File: config.mk
export PLATFORM = sky130hd
export DESIGN_NAME = spi_opcode_slave
export DESIGN_NICKNAME = d
export VERILOG_FILES = /design/src/rtl/spi_opcode_pkg.sv /design/src/rtl/spi_pin_sync.sv /design/src/rtl/spi_target_decode.sv /design/src/rtl/spi_opcode_slave.sv
export SDC_FILE = /design/constraint.sdc
export NUM_CORES = 1
export LEC_CHECK = 0
export BUFFER_PORTS_ARGS = -buffer_cell sky130_fd_sc_hd__buf_4
export CAP_MARGIN = 20
export CORE_ASPECT_RATIO = 0.8
export CORE_UTILIZATION = 40
export CTS_CLUSTER_SIZE = 28
export DETAILED_ROUTE_END_ITERATION = 10
export PLACE_DENSITY = 0.63
export SYNTH_ARGS = -nofsm -noshare
export SYNTH_HDL_FRONTEND = slang
export SYNTH_SLANG_ARGS = --single-unit
export TNS_END_PERCENT = 10
File: constraint.sdc
create_clock -name clk -period 3.4 [get_ports clk]
set_clock_uncertainty 0.15 [all_clocks]
set_input_delay 0.68 -clock clk [delete_from_list [all_inputs] [get_ports clk]]
set_output_delay 0.68 -clock clk [all_outputs]
set_load 0.005 [all_outputs]
File: src/rtl/spi_opcode_pkg.sv
package spi_opcode_pkg;

  typedef enum logic [1:0] {
    TGT_CTRL  = 2'd0,
    TGT_LABEL = 2'd1,
    TGT_MATCH = 2'd2,
    TGT_NONE  = 2'd3
  } tgt_e;

  typedef enum logic [2:0] {
    ST_IDLE = 3'd0,
    ST_OP   = 3'd1,
    ST_WR   = 3'd2,
    ST_RD   = 3'd3,
    ST_DONE = 3'd4
  } st_e;

  function automatic logic [2:0] kind_bits(tgt_e t);
    case (t)
      TGT_CTRL:  kind_bits = 3'b001;
      TGT_LABEL: kind_bits = 3'b010;
      TGT_MATCH: kind_bits = 3'b100;
      default:   kind_bits = 3'b000;
    endcase
  endfunction

endpackage

File: src/rtl/spi_pin_sync.sv
module spi_pin_sync #(
  parameter int STAGES = 2
) (
  input  logic clk,
  input  logic rst_n,
  input  logic sck_i,
  input  logic cs_n_i,
  input  logic si_i,
  output logic sck_rise,
  output logic sck_fall,
  output logic cs_act,
  output logic si_s
);
  localparam int NP = 3;
  localparam logic [NP-1:0] RST_VAL = 3'b010;  // si, cs_n, sck

  logic [NP-1:0] pin_i;
  logic [STAGES:0] chain_q [NP];

  assign pin_i = {si_i, cs_n_i, sck_i};

  for (genvar p = 0; p < NP; p++) begin : g_pin
    always_ff @(posedge clk or negedge rst_n) begin
      if (!rst_n) chain_q[p] <= {(STAGES+1){RST_VAL[p]}};
      else        chain_q[p] <= {chain_q[p][STAGES-1:0], pin_i[p]};
    end
  end

  assign sck_rise = chain_q[0][STAGES-1] & ~chain_q[0][STAGES];
  assign sck_fall = ~chain_q[0][STAGES-1] & chain_q[0][STAGES];
  assign cs_act   = ~chain_q[1][STAGES-1];
  assign si_s     = chain_q[2][STAGES-1];

endmodule

File: src/rtl/spi_target_decode.sv
module spi_target_decode
  import spi_opcode_pkg::*;
#(
  parameter int SEL_W      = 5,
  parameter int CNT_W      = 9,
  parameter int DATA_W     = 32,
  parameter int BYTE_W     = 8,
  parameter int MATCH_LEN  = 256,
  parameter int CTRL_LAST  = 7,
  parameter int LABEL_LAST = 11,
  parameter int MATCH_LAST = 13
) (
  input  logic [SEL_W-1:0] sel,
  output tgt_e             tgt,
  output logic [CNT_W-1:0] len
);
  always_comb begin
    if (sel <= SEL_W'(CTRL_LAST)) begin
      tgt = TGT_CTRL;
      len = CNT_W'(BYTE_W);
    end else if (sel <= SEL_W'(LABEL_LAST)) begin
      tgt = TGT_LABEL;
      len = CNT_W'(DATA_W);
    end else if (sel <= SEL_W'(MATCH_LAST)) begin
      tgt = TGT_MATCH;
      len = CNT_W'(MATCH_LEN);
    end else begin
      tgt = TGT_NONE;
      len = CNT_W'(BYTE_W);
    end
  end
endmodule

File: src/rtl/spi_opcode_slave.sv
module spi_opcode_slave
  import spi_opcode_pkg::*;
#(
  parameter int SEL_W       = 5,
  parameter int DATA_W      = 32,
  parameter int IDX_W       = 5,
  parameter int SYNC_STAGES = 2,
  parameter int CTRL_LAST   = 7,
  parameter int LABEL_LAST  = 11,
  parameter int MATCH_LAST  = 13
) (
  input  logic              clk,
  input  logic              rst_n,
  input  logic              spi_sck,
  input  logic              spi_cs_n,
  input  logic              spi_si,
  output logic              spi_so,
  output logic              spi_so_oe,
  output logic [SEL_W-1:0]  rf_addr,
  output logic [IDX_W-1:0]  rf_byte,
  output logic [2:0]        rf_kind,
  output logic [DATA_W-1:0] rf_wdata,
  output logic              rf_wr,
  output logic              rf_rd,
  input  logic [DATA_W-1:0] rf_rdata
);
  localparam int OP_W      = 8;
  localparam int BYTE_W    = 8;
  localparam int BIT_W     = $clog2(BYTE_W);
  localparam int CNT_W     = IDX_W + BIT_W + 1;
  localparam int MATCH_LEN = (1 << IDX_W) * BYTE_W;

  logic sck_rise, sck_fall, cs_act, si_s;

  spi_pin_sync #(.STAGES(SYNC_STAGES)) i_sync (
    .clk(clk), .rst_n(rst_n), .sck_i(spi_sck), .cs_n_i(spi_cs_n), .si_i(spi_si),
    .sck_rise(sck_rise), .sck_fall(sck_fall), .cs_act(cs_act), .si_s(si_s)
  );

  st_e               st_q, st_d;
  logic [OP_W-2:0]   op_q, op_d;
  logic [CNT_W-1:0]  cnt_q, cnt_d, len_q, len_d, nxt;
  tgt_e              tgt_q, tgt_d;
  logic [SEL_W-1:0]  addr_q, addr_d;
  logic [IDX_W-1:0]  byte_q, byte_d;
  logic [DATA_W-1:0] rx_q, rx_d, tx_q, tx_d, wdata_q, wdata_d;
  logic              so_q, so_d, oe_q, oe_d, wr_q, wr_d, rdstb_q, rdstb_d, ld_q, ld_d;

  logic [SEL_W-1:0]  dec_sel;
  tgt_e              dec_tgt;
  logic [CNT_W-1:0]  dec_len;

  // selector sits in instruction bits 6..2; op_q[k] holds instruction bit k+1
  assign dec_sel = op_q[OP_W-3 -: SEL_W];

  spi_target_decode #(
    .SEL_W(SEL_W), .CNT_W(CNT_W), .DATA_W(DATA_W), .BYTE_W(BYTE_W), .MATCH_LEN(MATCH_LEN),
    .CTRL_LAST(CTRL_LAST), .LABEL_LAST(LABEL_LAST), .MATCH_LAST(MATCH_LAST)
  ) i_dec (
    .sel(dec_sel), .tgt(dec_tgt), .len(dec_len)
  );

  always_comb begin
    st_d = st_q;   op_d = op_q;     cnt_d = cnt_q;  tgt_d = tgt_q;  len_d = len_q;
    addr_d = addr_q; byte_d = byte_q; rx_d = rx_q;  tx_d = tx_q;
    so_d = so_q;   oe_d = oe_q;     wr_d = 1'b0;    wdata_d = wdata_q;
    rdstb_d = 1'b0; ld_d = 1'b0;
    nxt = cnt_q + 1'b1;
    if (!cs_act) begin
      st_d = ST_IDLE; cnt_d = '0; so_d = 1'b0; oe_d = 1'b0;
    end else begin
      unique case (st_q)
        ST_IDLE, ST_OP: begin
          st_d = ST_OP;
          if (sck_rise) begin
            op_d  = {op_q[OP_W-3:0], si_s};
            cnt_d = nxt;
            if (cnt_q == CNT_W'(OP_W-1)) begin
              addr_d = dec_sel; tgt_d = dec_tgt; len_d = dec_len;
              cnt_d = '0; byte_d = '0; rx_d = '0; tx_d = '0;
              if (op_q[OP_W-2]) begin
                st_d    = ST_RD;
                rdstb_d = (dec_tgt != TGT_NONE);
              end else begin
                st_d = ST_WR;
              end
            end
          end
        end
        ST_WR: begin
          if (sck_rise) begin
            rx_d  = {rx_q[DATA_W-2:0], si_s};
            cnt_d = nxt;
            if (tgt_q == TGT_MATCH) begin
              if (nxt[BIT_W-1:0] == '0) begin
                wr_d    = 1'b1;
                wdata_d = {{(DATA_W-BYTE_W){1'b0}}, rx_q[BYTE_W-2:0], si_s};
                byte_d  = cnt_q[BIT_W +: IDX_W];
              end
            end else if (nxt == len_q && tgt_q != TGT_NONE) begin
              wr_d    = 1'b1;
              wdata_d = {rx_q[DATA_W-2:0], si_s};
              byte_d  = '0;
            end
            if (nxt == len_q) st_d = ST_DONE;
          end
        end
        ST_RD: begin
          ld_d = rdstb_q;
          if (sck_fall) begin
            so_d = tx_q[DATA_W-1];
            tx_d = {tx_q[DATA_W-2:0], 1'b0};
            oe_d = 1'b1;
            if (tgt_q == TGT_MATCH && cnt_q[BIT_W-1:0] == BIT_W'(BYTE_W-1)
                && cnt_q[BIT_W +: IDX_W] != '1) begin
              rdstb_d = 1'b1;
              byte_d  = cnt_q[BIT_W +: IDX_W] + 1'b1;
            end
          end
          if (sck_rise) begin
            cnt_d = nxt;
            if (nxt == len_q) st_d = ST_DONE;
          end
          if (ld_q) begin
            tx_d = (tgt_q == TGT_LABEL) ? rf_rdata
                                        : {rf_rdata[BYTE_W-1:0], {(DATA_W-BYTE_W){1'b0}}};
          end
        end
        default: st_d = st_q;
      endcase
    end
  end

  always_ff @(posedge clk or negedge rst_n) begin
    if (!rst_n) begin
      st_q <= ST_IDLE; op_q <= '0; cnt_q <= '0; tgt_q <= TGT_NONE; len_q <= '0;
      addr_q <= '0; byte_q <= '0; rx_q <= '0; tx_q <= '0; wdata_q <= '0;
      so_q <= 1'b0; oe_q <= 1'b0; wr_q <= 1'b0; rdstb_q <= 1'b0; ld_q <= 1'b0;
    end else begin
      st_q <= st_d; op_q <= op_d; cnt_q <= cnt_d; tgt_q <= tgt_d; len_q <= len_d;
      addr_q <= addr_d; byte_q <= byte_d; rx_q <= rx_d; tx_q <= tx_d; wdata_q <= wdata_d;
      so_q <= so_d; oe_q <= oe_d; wr_q <= wr_d; rdstb_q <= rdstb_d; ld_q <= ld_d;
    end
  end

  assign spi_so    = so_q;
  assign spi_so_oe = oe_q;
  assign rf_addr   = addr_q;
  assign rf_byte   = byte_q;
  assign rf_wdata  = wdata_q;
  assign rf_wr     = wr_q;
  assign rf_rd     = rdstb_q;
  assign rf_kind   = (st_q == ST_WR || st_q == ST_RD || st_q == ST_DONE) ? kind_bits(tgt_q) : 3'b000;


  so_quiet_chk: assert property (@(posedge clk) disable iff (!rst_n)
    !cs_act |=> (!spi_so_oe && !spi_so));


  abort_clear_chk: assert property (@(posedge clk) disable iff (!rst_n)
    !cs_act |=> (rf_kind == 3'b000 && !rf_wr));


  kind_onehot_chk: assert property (@(posedge clk) disable iff (!rst_n)
    $onehot0(rf_kind));


  rd_known_chk: assert property (@(posedge clk) disable iff (!rst_n)
    rf_rd |-> (rf_kind != 3'b000 && !rf_wr));


  wr_known_chk: assert property (@(posedge clk) disable iff (!rst_n)
    rf_wr |-> (rf_kind != 3'b000));


  op_phase_quiet_chk: assert property (@(posedge clk) disable iff (!rst_n)
    (st_q == ST_OP) |-> !spi_so_oe);


  done_quiet_chk: assert property (@(posedge clk) disable iff (!rst_n)
    (st_q == ST_DONE && $past(st_q == ST_DONE)) |-> (!rf_wr && !rf_rd));

endmodule

==> results.cfg, run 1 <==
[status]
status = complete, no violations

[timing]
rsz0062_at_grt = no
timing.final.crit_share = 0.898
tightest_slew_ns = 0.742
layout_setup_ws_ns = 0.347
final_hold_viol_count = 0
max_freq_mhz = 328
setup_tns_ns = 0
fin_crit_ns = 3.05
setup_viol = 0
slew_headroom = 0.505
slew_viol_final = 0

[worst_setup_path]
arrival_ns = 3.20
crit_path_cell_trace = or4_4 -> or4_4 -> a211oi_2 -> nand3_1 -> o41a_4 -> mux2_4
worst-path-buf-inv = 0
slowest_delay_ns = 0.57
cpMostUsedCell = or4_4
critPathKind = reg2reg
endpoint_kind = register
startpoint_type = register
cp_slowest_cell = or4_4
required_ns = 3.54
crit_fanout = 10
cpLargestDelayFamily = simple AND/OR/NAND/NOR gates

[placed_design]
dp_cells = 941
pre_cts_ws_ns = 0.370
place_hpwl_mm = 9.39
finalWeightedCongestion = 0.843
io_buffers = 85
place_area_um2 = 7430

[global_routing]
antenna_found_initial = 0
grt_pass1_vias = 4538
grt_pass1_wl_mm = 23.5
track_usage = 0.175
gr-total-overflow = 0
grt_max_degree = 72

[route]
vias_per_cell = 5.06
postRouteAntennaNets = 0
drt-total-wl_mm = 14.2
wire_per_inst_um = 14.6
dr.pass1.iters = 4
route.detailed.drc = 0
drtIter0Drc = 406
num_vias = 4927

[pwr]
ir_drop_uv = 318
swShare = 0.222
p_switching_w = 0.000850
total_power_w = 0.00384
power_frac_comb = 0.039
leakagePower_nw = 3.57
seqPwrFrac = 0.461
p_per_area_nw_per_um2 = 475
clock_power_share = 0.500
p_int_w = 0.00299

[clocking]
cts_tree = built
numCtsBuffers = 17
cts_resized = 0
clk_latency_ns = 0.42
cts-root-buf = clkbuf_16
path_clk_slew_ns = 0.06
htree_num_levels = 4
cts.sinks = 141
clockBufferDepth = 2
hold_buffers = 0
post_cts_buffers = 0

[logic_synthesis]
syn_inst = 674
ys_types = 45
ys_seq_area_frac = 0.539
ys_warn_count = 0
syn_nets = 716
yosysTopAreaCell = dfrtp_1
synth.avg_cell_area_um2 = 9.73
synth-edff-count = 0
synth.top_cell.area_share = 0.523
synth_top_flop_cell = dfrtp_1
synth-seq-cells = 141
syn_area_um2 = 6560
async_reset_ff_frac = 1.00
synth_area_leaders = dfrtp_1 52%, nand2_1 9.2%, mux2i_1 5.3%, o21ai_0 4.5%, o31ai_1 3.3%

[finish]
finalInstanceArea_um2 = 8080
finalNonFillerCells = 974
syn2layout_area_growth_pct = 23.1
drive_above_1_share = 0.219
antenna_cells = 0
layout_common_cells = 159 x nand2_1, 136 x dfrtp_1, 97 x buf_4, 59 x o21ai_0, 35 x mux2i_1
final_common_cell = nand2_1
nNetsFinal = 788

[floorplanning]
placementRows = 41
die-width_um = 145
dieArea_um2 = 16900
io_pins = 86
start_util = 0.413
core_area_um2 = 15900
die_h_um = 117

[flow_run]
maxCapViolations = 0

[worst_hold_path]
hold_class = in2async
[through the flow]
step	hold WS, ns	util
3_5_place_dp	0.186	0.468
2_1_floorplan	0.181	-
5_1_grt	0.159	0.508
6_report	0.110	0.508
3_3_place_gp	0.185	0.468
4_1_cts	0.141	0.506
[layout make-up]
type	count	area, µm²
clock buffers	19	453
clock inverters	13	163
fillers	1474	7830
inverters	30	113
multi-input cells	456	2760
flip-flops and latches	141	3530
well taps	215	269
repair buffers	100	787
[power by group through the flow]
stage	registers (W)	clock network (W)	logic, W
floorplan	0.00178	0	0.0000711
global placement	0.00180	0	0.000150
detailed placement	0.00180	0	0.000153
CTS	0.00177	0.00196	0.000154
global route	0.00178	0.00204	0.000173
finish	0.00177	0.00192	0.000149
[Yosys cell counts (9+ instances only)]
master and n:
nand2_1 160, dfrtp_1 137, o21ai_0 59, clkbuf_1 42
mux2i_1 35, inv_1 30, nor2b_1 29, o31ai_1 29
a31oi_1 24, nor2_1 17, mux2_2 14, nand3_1 10
a21oi_1 9, o211ai_1 9
[path summary, 6_finish.rpt]
kind                            slack, ns                        start  cells after the start                        to
worst min register to register       0.20  i_sync.chain_q[0]$_DFF_PN0_                      0     i_sync.si_s$_DFF_PN0_
max in group asynchronous            2.09                        rst_n                      2  rf_wdata[26]$_DFFE_PN0P_
worst min-delay path                 0.11                        rst_n                      1   rf_wdata[5]$_DFFE_PN0P_
min in group clk                     0.20  i_sync.chain_q[0]$_DFF_PN0_                      0     i_sync.si_s$_DFF_PN0_
worst max register to register       0.35         cnt_q[5]$_DFFE_PN0P_                      6    rf_byte[2]$_DFFE_PN0P_
worst max-delay path                 0.35         cnt_q[5]$_DFFE_PN0P_                      6    rf_byte[2]$_DFFE_PN0P_
[cells by family after synthesis]
kind of cell / count (synthesis) / share of synthesized area
adder cells (fa/ha/maj): 5 / 0.00954
AO/OA/AOI/OAI: 145 / 0.142
AND/OR/NAND/NOR: 246 / 0.168
buffers and inverters: 77 / 0.0458
flip-flops: 141 / 0.539
multiplexers: 54 / 0.0889
XOR/XNOR: 6 / 0.00801
[sequential cells by signal (all words and copies together) (netlist names), 2 cells and up]
| name | count |
|---|---|
| op_q | 7 |
| rf_addr | 5 |
| tx_q | 32 |
| cnt_q | 9 |
| i_sync.chain_q | 6 |
| rx_q | 31 |
| rf_wdata | 32 |
| st_q | 3 |
| rf_byte | 5 |
| len_q | 3 |
| tgt_q | 2 |
[metal layers]
layer	track usage	part of all wire	vias up
met2	0.258	0.45	77
li1	-	-	2458
met3	0.0445	0.028	12
met5	0	0	-
met4	0.0463	0.0096	0
met1	0.256	0.52	2380
No activity file was read; power rests on OpenSTA's default activity.
==> run 2, diff against run 1 <==
--- a/config.mk
+++ b/config.mk
@@ -7,2 +7,3 @@
 export LEC_CHECK = 0
+export ABC_AREA = 1
 export BUFFER_PORTS_ARGS = -buffer_cell sky130_fd_sc_hd__buf_4
@@ -13,2 +14,3 @@
 export DETAILED_ROUTE_END_ITERATION = 10
+export GPL_TIMING_DRIVEN = 0
 export PLACE_DENSITY = 0.63
==> constraint.sdc (replaced) <==
create_clock -name clk -period 3.4 [get_ports clk]
set_clock_uncertainty 0.15 [all_clocks]
set_input_delay 1.02 -clock clk [delete_from_list [all_inputs] [get_ports clk]]
set_output_delay 1.02 -clock clk [all_outputs]
set_load 0.005 [all_outputs]
==> run 2 against run 1 <==
Against the previous run: largest cell class unchanged; setup slack worse by 0.20 ns; design area rose by 0.36%; clock power is 3% lower.
==> results.cfg, run 2 <==
[status]
status = complete, no violations

[pwr]
leakagePower_nw = 3.81
p_per_area_nw_per_um2 = 458
ir_drop_uv = 393

[global_routing]
track_usage = 0.197
grt_pass1_vias = 5226
gr-total-overflow = 0
grt_pass1_wl_mm = 26.4
antenna_found_initial = 0
grt_max_degree = 76

[worst_setup_path]
arrival_ns = 2.08
rrSetupSlack_ns = 0.66
slowest_delay_ns = 0.54
crit_fanout = 10
required_ns = 2.23
cp_slowest_cell = dfstp_2
crit_path_cell_trace = inv_1 -> nor2_2 -> inv_2 -> clkbuf_1 -> nor2_1 -> buf_4
startpoint_type = register
critPathKind = reg2out
endpoint_kind = primary output

[route]
dr.pass1.iters = 5
drt-total-wl_mm = 15.6
route.detailed.drc = 0
drtIter0Drc = 410
wire_per_inst_um = 14.1
postRouteAntennaNets = 0
num_vias = 5632
vias_per_cell = 5.06

[finish]
antenna_cells = 0
layout_common_cells = 256 x nand2_1, 137 x dfrtp_1, 91 x buf_4, 69 x inv_1, 66 x o21ai_0
seq_area_um2 = 3530
final_common_cell = nand2_1
n_fill_cell = 1545
syn2layout_area_growth_pct = 23.2
drive_above_1_share = 0.175
nNetsFinal = 927
multiInputGateArea_um2 = 2540
finalInstanceArea_um2 = 8110

[logic_synthesis]
ys_seq_area_frac = 0.537
synth-edff-count = 0
synth_top_flop_cell = dfrtp_1
ys_warn_count = 0
synth-seq-cells = 141
syn_area_um2 = 6580
synth.top_cell.area_share = 0.521
synth_most_common_cell = nand2_1
yosys-top-cells-count = 256 x nand2_1, 137 x dfrtp_1, 69 x inv_1
async_reset_ff_frac = 1.00
syn_inst = 780
syn_nets = 822
synth.avg_cell_area_um2 = 8.43
synth_area_leaders = dfrtp_1 52%, nand2_1 15%, o21ai_0 5.0%, nand3_1 4.7%, inv_1 3.9%
ys_types = 34
yosysTopAreaCell = dfrtp_1

[timing]
slew_viol_final = 0
final_hold_viol_count = 0
timing.final.crit_share = 0.957
max_freq_mhz = 307
tightest_slew_ns = 0.807
setup_viol = 0
slew_headroom = 0.458
setup_tns_ns = 0
fin_crit_ns = 3.25
rsz0062_at_grt = no

[clocking]
htree_num_levels = 4
cts.sinks = 141
cts_tree = built
numCtsBuffers = 17
clockBufferDepth = 2
hold_buffers = 0
path_clk_slew_ns = 0.06
cts-root-buf = clkbuf_16
cts_resized = 0
clk_latency_ns = 0.42
post_cts_buffers = 0

[worst_hold_path]
hold_class = reg2reg

[floorplanning]
start_util = 0.414
die-width_um = 145
dieArea_um2 = 17000
die_h_um = 117
placementRows = 41
core_area_um2 = 15900
io_pins = 86

[placed_design]
finalWeightedCongestion = 0.881
place_area_um2 = 7520
io_buffers = 85
place_hpwl_mm = 10.9

[flow_run]
maxCapViolations = 0
==> run 2: changes by cell type in the layout (fill, tap and decap cells not counted), sizes merged, moves of 29 or more <==
cell,change
inv,+43
mux2i,-35
nand2,+97
nand3,+53
nand4,+35
nor2b,-29
o31ai,-29
==> run 2: final timing paths <==
check                                            startpoint                          end  cells past startpoint
worst min-delay path            i_sync.chain_q[0]$_DFF_PN0_        i_sync.si_s$_DFF_PN0_                      0
min in group asynchronous                             rst_n          tx_q[8]$_DFFE_PN0P_                      1
worst max register to register         cnt_q[0]$_DFFE_PN0P_       rf_byte[4]$_DFFE_PN0P_                     12
worst max-delay path                   tgt_q[1]$_DFFE_PN1P_                   rf_kind[2]                      6
worst min register to register  i_sync.chain_q[0]$_DFF_PN0_        i_sync.si_s$_DFF_PN0_                      0
max in group asynchronous                             rst_n  i_sync.chain_q[3]$_DFF_PN1_                      2
==> run 2: area by class of cell <==
class                      count  share of cell area
timing repair buffer          86              0.0826
clock buffer                  18              0.0542
inverter                      76              0.0352
buffer                        43              0.0273
multi-input combinational    520               0.313
sequential                   141               0.436
clock inverter                13              0.0184
tap                          215              0.0332
==> run 2: per-layer routing <==
layer	vias to the layer above	global-route usage	routed length (µm)
li1	2810	-	-
met1	2673	0.297	8170
met2	133	0.277	6570
met3	16	0.0465	759
met4	0	0.0604	148
met5	-	0	0
==> run 2: per-stage QoR <==
step / cells / total power [W] / hold slack, ns / utilization / worst slack, ns
floorplan: 780 / 0.00179 / 0.181 / - / 0.997
global placement: 1080 / 0.00188 / 0.189 / 0.471 / 0.480
detailed placement: 1081 / 0.00189 / 0.189 / 0.473 / 0.507
CTS: 1112 / 0.00375 / 0.202 / 0.510 / 0.0445
global route: 1112 / 0.00383 / 0.205 / 0.510 / 0.0163
finish: 1112 / 0.00371 / 0.201 / 0.510 / 0.146
==> run 2: power by group <==
group | switching, W | leakage, nW | internal (W)
clock network | 0.000702 | 0.291 | 0.00116
registers | 0.0000207 | 1.77 | 0.00170
logic | 0.0000816 | 1.75 | 0.0000482
==> run 2: cells by family after synthesis <==
family / Yosys count / share of synthesized area
simple gates: 395 / 0.262
flops: 141 / 0.537
buf+inv: 119 / 0.0770
compound gates: 118 / 0.111
fa+ha+maj: 5 / 0.00951
xor+xnor: 2 / 0.00266
==> run 2: worst max-delay path: cells and delay by family, from the launching register on <==
kind	cells	cell delay (ns)
buffers and inverters	4	0.67
flip-flops	1	0.54
AND/OR/NAND/NOR	2	0.45
==> run 3, diff against run 2 <==
- CTS_BUF_LIST: not set -> sky130_fd_sc_hd__clkbuf_4
==> run 3 against run 2 <==
Against the previous run: combinational power about the same; via count about the same; flip-flop and latch count unchanged; first-iteration DRC count down 18%; design area down 3.8%; critical endpoint unchanged.
==> results.cfg, run 3 (synthesis results as in run 2) <==
[timing]
max_freq_mhz = 317
timing.final.crit_share = 0.928
layout_setup_ws_ns = 0.244
hold_slack_ns = 0.213
setup_viol = 0
rsz0062_at_grt = no
fin_crit_ns = 3.16
final_hold_viol_count = 0
setup_tns_ns = 0
slew_viol_final = 0
slew_headroom = 0.465
tightest_slew_ns = 0.796

[worst_setup_path]
cp_slowest_cell = dfstp_2
crit_path_cell_trace = inv_1 -> nor2_2 -> inv_2 -> nor2_1 -> buf_4
worst-path-buf-inv = 3
regToRegStartpoint = cnt_q[0]$_DFFE_PN0P_
cpLargestDelayFamily = flip-flops
rrSetupSlack_ns = 0.68
setup.worst_path.end = rf_kind[2]
crit_fanout = 18
startpoint_type = register
startpoint = tgt_q[1]$_DFFE_PN1P_
critPathKind = reg2out
arrival_ns = 1.99
slowest_delay_ns = 0.56
r2r_end = rf_byte[4]$_DFFE_PN0P_
cp.depth = 5
endpoint_kind = primary output
reg2regPathDepth = 12
required_ns = 2.23

[placed_design]
place_hpwl_mm = 10.9
finalWeightedCongestion = 0.881
dp_cells = 1081
pre_cts_ws_ns = 0.507
io_buffers = 85

[floorplanning]
die-width_um = 145
io_pins = 86
dieArea_um2 = 17000
start_util = 0.414
core_area_um2 = 15900
placementRows = 41
die_h_um = 117

[global_routing]
gr-total-overflow = 0
top_usage_layer = met1
antenna_found_initial = 0
met2_usage = 0.274
grt_pass1_vias = 5180
met3_usage = 0.0477
met1_usage = 0.294
grt_max_degree = 76
track_usage = 0.194
grt_pass1_wl_mm = 26.1

[clocking]
hold_buffers = 0
numCtsBuffers = 17
cts_tree = built
cts.sinks = 141
clockBufferDepth = 2
cts-root-buf = clkbuf_4
clk_latency_ns = 0.53
post_cts_buffers = 0
path_clk_slew_ns = 0.11
htree_num_levels = 4

[route]
wire_per_inst_um = 14.0
vias_per_cell = 5.07
drtIter0Drc = 336
dr.pass1.iters = 7
postRouteAntennaNets = 0
drt-total-wl_mm = 15.6
num_vias = 5631
route.detailed.drc = 0

[pwr]
total_power_w = 0.00295
clock_power_share = 0.372
p_switching_w = 0.000707
seqPwrFrac = 0.584
p_per_area_nw_per_um2 = 378
p_int_w = 0.00224
ir_drop_uv = 214
swShare = 0.240
power_frac_comb = 0.044
leakagePower_nw = 3.67

[finish]
finalNonFillerCells = 1111
antenna_cells = 0
layout_common_cells = 256 x nand2_1, 137 x dfrtp_1, 91 x buf_4, 69 x inv_1, 66 x o21ai_0
drive_above_1_share = 0.175
syn2layout_area_growth_pct = 18.6
nNetsFinal = 926
final_common_cell = nand2_1

[worst_hold_path]
whs_path_depth = 0
hold_class = reg2reg

[status]
status = complete, no violations

[flow_run]
maxCapViolations = 0
## run 3: changes by cell type in the layout (fill, tap and decap cells not counted), sizes merged
cell and delta:
clkinv +2, clkbuf -2, inv -1
## run 3: metrics by stage
stage | utilization | instance area (µm²)
after floorplan | - | 6580
after global placement | 0.471 | 7480
after detailed placement | 0.473 | 7520
after CTS | 0.490 | 7800
after global routing | 0.490 | 7800
final | 0.490 | 7800
## run 3: cell type report
class | instances | area (µm²)
Clock buffer | 17 | 128
Fill cell | 1582 | 8100
Inverter | 76 | 287
Buffer | 42 | 218
Sequential cell | 141 | 3530
Timing Repair Buffer | 86 | 669
Tap cell | 215 | 269
Multi-Input combinational cell | 520 | 2540
Clock inverter | 14 | 153
## run 3: how the worst min path moves through the flow
stage                                      startpoint                           to  slack [ns]
final                     i_sync.chain_q[3]$_DFF_PN1_  i_sync.chain_q[4]$_DFF_PN1_        0.21
after global placement    i_sync.chain_q[0]$_DFF_PN0_        i_sync.si_s$_DFF_PN0_        0.19
after floorplan           i_sync.chain_q[6]$_DFF_PN0_  i_sync.chain_q[7]$_DFF_PN0_        0.18
after detailed placement  i_sync.chain_q[0]$_DFF_PN0_        i_sync.si_s$_DFF_PN0_        0.19
after CTS                 i_sync.chain_q[3]$_DFF_PN1_  i_sync.chain_q[4]$_DFF_PN1_        0.22
after global routing      i_sync.chain_q[0]$_DFF_PN0_        i_sync.si_s$_DFF_PN0_        0.22
## run 3: worst register-to-register path: stages, from the launching register on
cell and delay [ns]:
dfrtp_1 0.46, ha_1 0.25, ha_1 0.27, inv_1 0.07
nand2_1 0.10, nand2_1 0.35, nand2_1 0.13, a21oi_1 0.16
and2_1 0.15, buf_1 0.22, nand2_1 0.17, nand2_1 0.09
nand2_1 0.04
## run 3: routing by layer
layer | vias to the layer above | part of all wire
li1 | 2809 | -
met1 | 2651 | 0.52
met2 | 162 | 0.42
met3 | 9 | 0.055
met4 | 0 | 0.0057
met5 | - | 0
## run 3: timing repair
| item | CTS | global route |
|---|---|---|
| gates cloned | 0 | 0 |
| resized for setup | 2 | 1 |
| pin swaps | 0 | 0 |
| setup endpoints to repair | 2 | 2 |
## run 3: power groups by stage
stage / logic, W / clock network, W / registers (W)
2_1_floorplan: 0.0000446 / 0 / 0.00175
3_3_place_gp: 0.000125 / 0 / 0.00175
3_5_place_dp: 0.000132 / 0 / 0.00175
4_1_cts: 0.000132 / 0.00113 / 0.00172
5_1_grt: 0.000147 / 0.00119 / 0.00173
6_report: 0.000130 / 0.00110 / 0.00172
